==> src/rtl/regmove_pkg.sv <==
package regmove_pkg;

    localparam int DATA_W   = 8;
    localparam int IDX_W    = 3;
    localparam int NREG     = 1 << IDX_W;
    localparam int CYC_W    = 2;
    localparam logic [IDX_W-1:0] MEM_SLOT = 3'd6;
    localparam logic [7:0]       HALT_OP  = 8'h76;
    localparam logic [1:0]       GROUP_HI = 2'b01;

    typedef enum logic [IDX_W-1:0] {
        SEL_B = 3'd0, SEL_C = 3'd1, SEL_D = 3'd2, SEL_E = 3'd3,
        SEL_H = 3'd4, SEL_L = 3'd5, SEL_M = 3'd6, SEL_A = 3'd7
    } reg_sel_e;

    typedef struct packed {
        logic             in_group;
        logic             halt;
        logic             mem_req;
        logic             self_copy;
        logic             wr_en;
        reg_sel_e         dst;
        reg_sel_e         src;
        logic [CYC_W-1:0] cycles;
    } move_dec_t;

    function automatic move_dec_t decode_move(input logic valid, input logic [7:0] op);
        move_dec_t d;
        d.in_group  = valid && (op[7:6] == GROUP_HI);
        d.dst       = reg_sel_e'(op[5:3]);
        d.src       = reg_sel_e'(op[2:0]);
        d.halt      = d.in_group && (op == HALT_OP);
        d.mem_req   = d.in_group && !d.halt &&
                      ((op[5:3] == MEM_SLOT) || (op[2:0] == MEM_SLOT));
        d.self_copy = d.in_group && !d.halt && !d.mem_req && (op[5:3] == op[2:0]);
        d.wr_en     = d.in_group && !d.halt && !d.mem_req && !d.self_copy;
        if (!d.in_group)    d.cycles = 2'd0;
        else if (d.mem_req) d.cycles = 2'd2;
        else                d.cycles = 2'd1;
        return d;
    endfunction

endpackage

==> src/rtl/move_decoder.sv <==
module move_decoder
    import regmove_pkg::*;
(
    input  logic       clk,
    input  logic       rst,
    input  logic       op_valid,
    input  logic [7:0] opcode,
    output move_dec_t  dec
);

    always_comb dec = decode_move(op_valid, opcode);

    AST_HALT_NO_WRITE: assert property (@(posedge clk) disable iff (rst)
        (op_valid && opcode == HALT_OP) |-> (dec.halt && !dec.wr_en && !dec.mem_req));
    AST_MEM_NO_WRITE: assert property (@(posedge clk) disable iff (rst)
        dec.mem_req |-> (!dec.wr_en && dec.cycles == 2'd2));
    AST_SELF_NO_WRITE: assert property (@(posedge clk) disable iff (rst)
        (dec.in_group && dec.dst == dec.src) |-> !dec.wr_en);
    AST_OUTSIDE_QUIET: assert property (@(posedge clk) disable iff (rst)
        !dec.in_group |-> (!dec.wr_en && !dec.halt && !dec.mem_req && dec.cycles == 2'd0));
    AST_ONE_KIND: assert property (@(posedge clk) disable iff (rst)
        $onehot0({dec.wr_en, dec.halt, dec.mem_req, dec.self_copy}));

endmodule

==> src/rtl/move_regfile.sv <==
module move_regfile
    import regmove_pkg::*;
(
    input  logic              clk,
    input  logic              rst,
    input  logic              mv_en,
    input  logic [IDX_W-1:0]  mv_idx,
    input  logic [DATA_W-1:0] mv_data,
    input  logic              ext_en,
    input  logic [IDX_W-1:0]  ext_idx,
    input  logic [DATA_W-1:0] ext_data,
    input  logic [IDX_W-1:0]  src_idx,
    output logic [DATA_W-1:0] src_data,
    input  logic [IDX_W-1:0]  obs_idx,
    output logic [DATA_W-1:0] obs_data
);

    logic [DATA_W-1:0] store [NREG];
    logic              w_en;
    logic [IDX_W-1:0]  w_idx;
    logic [DATA_W-1:0] w_data;

    always_comb begin
        w_en   = mv_en || ext_en;
        w_idx  = mv_en ? mv_idx  : ext_idx;
        w_data = mv_en ? mv_data : ext_data;
    end

    for (genvar g = 0; g < NREG; g++) begin : g_slot
        if (g == int'(MEM_SLOT)) begin : g_mem
            assign store[g] = '0;
        end else begin : g_reg
            logic [DATA_W-1:0] q;
            always_ff @(posedge clk) begin
                if (rst)                                  q <= '0;
                else if (w_en && w_idx == IDX_W'(g))      q <= w_data;
            end
            assign store[g] = q;
        end
    end

    assign src_data = store[src_idx];
    assign obs_data = store[obs_idx];

    AST_MOVE_LANDS: assert property (@(posedge clk) disable iff (rst)
        (mv_en && mv_idx != MEM_SLOT) |=> store[$past(mv_idx)] == $past(mv_data));
    AST_SRC_KEPT: assert property (@(posedge clk) disable iff (rst)
        (mv_en && mv_idx != src_idx) |=> store[$past(src_idx)] == $past(src_data));
    AST_MEM_SLOT_ZERO: assert property (@(posedge clk) disable iff (rst)
        store[MEM_SLOT] == '0);

endmodule

==> src/rtl/regmove_unit.sv <==
module regmove_unit
    import regmove_pkg::*;
(
    input  logic        clk,
    input  logic        rst,
    input  logic        op_valid,
    input  logic [7:0]  opcode,
    input  logic        ext_wr_en,
    input  logic [2:0]  ext_wr_idx,
    input  logic [7:0]  ext_wr_data,
    input  logic [2:0]  obs_idx,
    output logic [7:0]  obs_data,
    output logic        wr_en,
    output logic [2:0]  wr_idx,
    output logic [7:0]  wr_data,
    output logic        in_group,
    output logic        is_halt,
    output logic        mem_req,
    output logic [1:0]  cycles
);

    move_dec_t         dec;
    logic [DATA_W-1:0] src_val;

    move_decoder u_dec (
        .clk      (clk),
        .rst      (rst),
        .op_valid (op_valid),
        .opcode   (opcode),
        .dec      (dec)
    );

    move_regfile u_rf (
        .clk      (clk),
        .rst      (rst),
        .mv_en    (dec.wr_en),
        .mv_idx   (dec.dst),
        .mv_data  (src_val),
        .ext_en   (ext_wr_en),
        .ext_idx  (ext_wr_idx),
        .ext_data (ext_wr_data),
        .src_idx  (dec.src),
        .src_data (src_val),
        .obs_idx  (obs_idx),
        .obs_data (obs_data)
    );

    assign wr_en    = dec.wr_en;
    assign wr_idx   = dec.dst;
    assign wr_data  = src_val;
    assign in_group = dec.in_group;
    assign is_halt  = dec.halt;
    assign mem_req  = dec.mem_req;
    assign cycles   = dec.cycles;

    AST_HALT_STABLE: assert property (@(posedge clk) disable iff (rst)
        is_halt |=> $stable(obs_data) || $past(obs_idx) != obs_idx || $past(ext_wr_en));

endmodule

==> config.mk <==
export PLATFORM = sky130hd
export DESIGN_NAME = regmove_unit
export DESIGN_NICKNAME = d
export VERILOG_FILES = /design/src/rtl/regmove_pkg.sv /design/src/rtl/move_decoder.sv /design/src/rtl/move_regfile.sv /design/src/rtl/regmove_unit.sv
export SDC_FILE = /design/constraint.sdc
export NUM_CORES = 1
export LEC_CHECK = 0
export BUFFER_PORTS_ARGS = -buffer_cell sky130_fd_sc_hd__buf_4
export CELL_PAD_IN_SITES_DETAIL_PLACEMENT = 1
export CELL_PAD_IN_SITES_GLOBAL_PLACEMENT = 1
export CORE_AREA = 2 2 124 114
export DETAILED_ROUTE_END_ITERATION = 8
export DIE_AREA = 0 0 126 116
export PLACE_DENSITY = 0.6
export SLEW_MARGIN = 25
export SYNTH_ARGS = -nofsm -noshare
export SYNTH_HDL_FRONTEND = slang
export SYNTH_SLANG_ARGS = --single-unit
==> constraint.sdc <==
create_clock -name clk -period 2.1 [get_ports clk]
set_input_delay 0.105 -clock clk [delete_from_list [all_inputs] [get_ports clk]]
set_output_delay 0.105 -clock clk [all_outputs]
set_load 0.01 [all_outputs]
==> results_dict.tcl <==
set metrics [dict create \
    status "finished, final reports clean" \
    yosys.area.top_type_share_pct 28.5 \
    start_util_pct 29.8 \
    drv_slew 0 \
    core_sq_um 13200 \
    dieArea_sq_um 14600 \
    fp-row-count 40 \
    dpl.hpwl_um 10400 \
    largest_register "u_rf.g_slot.g_reg.q" \
    drt_iter0_drc 270 \
    clk-insertion-delay-late_ps 310 \
    gr-usage-all-layers_pct 20.5 \
    ant_nets 0 \
    ys_seq_area_share_pct 28.5 \
    synth-seq-cells 56 \
    postLayoutCoreUtil_pct 35.8 \
    root_buffer "clkbuf_16" \
    finalPower_mw 2.53 \
    vias 3839 \
    vdd_drop_max_mv 0.292 \
    clkTransAtPathRegs_ps 80 \
    synth.most_common_cell "dfxtp_1" \
    grt_pass1_wl_um 23200 \
    grt_max_degree 87 \
    antenna_found_initial 0 \
    period_share_pct 94.4 \
    ys_async_sr_fraction_pct 0 \
    yosys_warnings 0 \
    synth_edf_count 0 \
    p_leak_nw 2.38 \
    tightest_slew_ps 799 \
    reg_top3 "u_rf.g_slot.g_reg.q (56)" \
    rsz0062_at_grt "false" \
    dr.pass1.iters 4 \
    cts_tree "yes" \
    cts_sinks 56 \
    nets 524 \
    cp-start-kind "flip-flop" \
    end_kind "primary output" \
    cts_hold_buf 0 \
    cts_setup_buffers 0 \
    nFillCells 1571 \
    antenna_cells 0 \
    crit_type "reg -> out" \
    pre_cts_ws_ps 78.2 \
    finalHoldViolCount 0 \
    grt_pass1_vias 4091 \
    synth_ff_type "dfxtp_1" \
    synthTopCellsByArea "dfxtp_1 28%, a211o_1 11%, and3_1 7.8%" \
    synthesis.nets 469 \
    maxCapViolCount 0 \
    synthTopCellsByCount "56 x dfxtp_1, 54 x nor3_1, 49 x and3_1" \
    finalSetupViolCount 0 \
    die_height_um 116 \
    drc 0 \
    die_w_um 126 \
    min_period_ps 1980 \
    cts_buffers 5 \
    r2r_cells 5 \
    placed_area_sq_um 4560 \
    required_ps 2000 \
    finClkSkew_ps 13.3 \
    gp_congestion 0.783 \
    syn_to_final_growth_pct 19.9 \
    worstHoldPathCells 4 \
    setup_tns_ps 0 \
    relSlewSlack_pct 46.5 \
    cts_htree_levels 2 \
    synthesis.area_sq_um 3940 \
    wl_um 14800 \
    avgRoutedWirePerCell_um 22.2 \
    ios 51 \
    synthCells 443 \
    synth_top_area_cell "dfxtp_1" \
    arrival_ps 1880 \
    fin_area_sq_um 4720 \
    final_layout_size_suffix_gt1_share_pct 27.9 \
    grt_overflow 0 \
    setup_ws_ps 118 \
    viasPerCell 5.76 \
    port_buffers 50 \
    fmax_mhz 504 \
    power_density_nw_per_um2 535 \
    hold_path.class "in -> reg" \
    cp_max_fo 8 \
    cts_max_path_buffers 2 \
    syn_avg_cell_area_sq_um 8.89 \
    largest_reg_flops 56 \
    synth_cell_type_count 46 \
]
-- cell families (layout without fill, tap and decap cells) --
group                     after synthesis  after routing  synth area share (%)
buffers and inverters                  53            109                  7.91
and+or+nand+nor                       192            192                  26.9
xor gates and xnor gates                2              2                 0.445
AOI/OAI and AO/OA                     100            100                  23.4
DFF                                    56             56                  28.5
muxes                                  40             40                  13.0
-- what timing repair did --
action                                 4_1_cts  5_1_grt
gates resized for setup                      0        2
setup endpoints to repair                    0        2
endpoints found under the hold margin        0        0
-- final cells by class --
cell class / count / area, sq um / share of cell area, %
Clock inverter: 3 / 23.8 / 0.503
Timing Repair Buffer: 84 / 656 / 13.9
Clock buffer: 5 / 125 / 2.65
Inverter: 17 / 63.8 / 1.35
Sequential cell: 56 / 1120 / 23.7
Tap cell: 168 / 210 / 4.45
Multi-Input combinational cell: 334 / 2520 / 53.4
-- critical path, stage by stage, from the launching register on --
cell and delay (ps):
dfxtp_1 360, mux2i_1 80, or2_2 270, a31oi_1 630
buf_4 240
-- placed cells by master (no fill, tap or decap), drive strengths merged, types with 11 or more instances in the layout --
master	n
dfxtp	56
nor3	54
nor2	16
and3	49
nand2b	17
inv	17
buf	84
nand3	11
nand2	20
mux2i	24
a211o	48
-- power by group --
part | leakage [nW] | internal, mW | switching, mW
clock network | 0.0660 | 0.446 | 0.435
logic | 1.86 | 0.216 | 0.319
registers | 0.453 | 1.09 | 0.0218
-- routing by layer --
metal | up-vias | routed length (um) | GRT usage, %
met4 | 0 | 194 | 4.91
met5 | - | 0 | 0
met2 | 112 | 6950 | 35.2
met3 | 13 | 726 | 2.68
li1 | 1796 | - | -
met1 | 1918 | 6960 | 27.7
-- final timing paths --
check,slack (ps),startpoint,to
min,430,ext_wr_data[6],u_rf.g_slot[3].g_reg.q[6]
max,120,u_rf.g_slot[5].g_reg.q[4],wr_data[4]
max reg2reg,330,u_rf.g_slot[5].g_reg.q[4],u_rf.g_slot[2].g_reg.q[4]
min reg2reg,490,u_rf.g_slot[5].g_reg.q[3],u_rf.g_slot[5].g_reg.q[3]
-- stage by stage --
step	cells	hold slack, ps
after floorplan	443	302
after global placement	659	460
after detailed placement	659	476
after CTS	667	422
after global routing	667	456
final	667	425
Power figures use the tool's default switching activity.
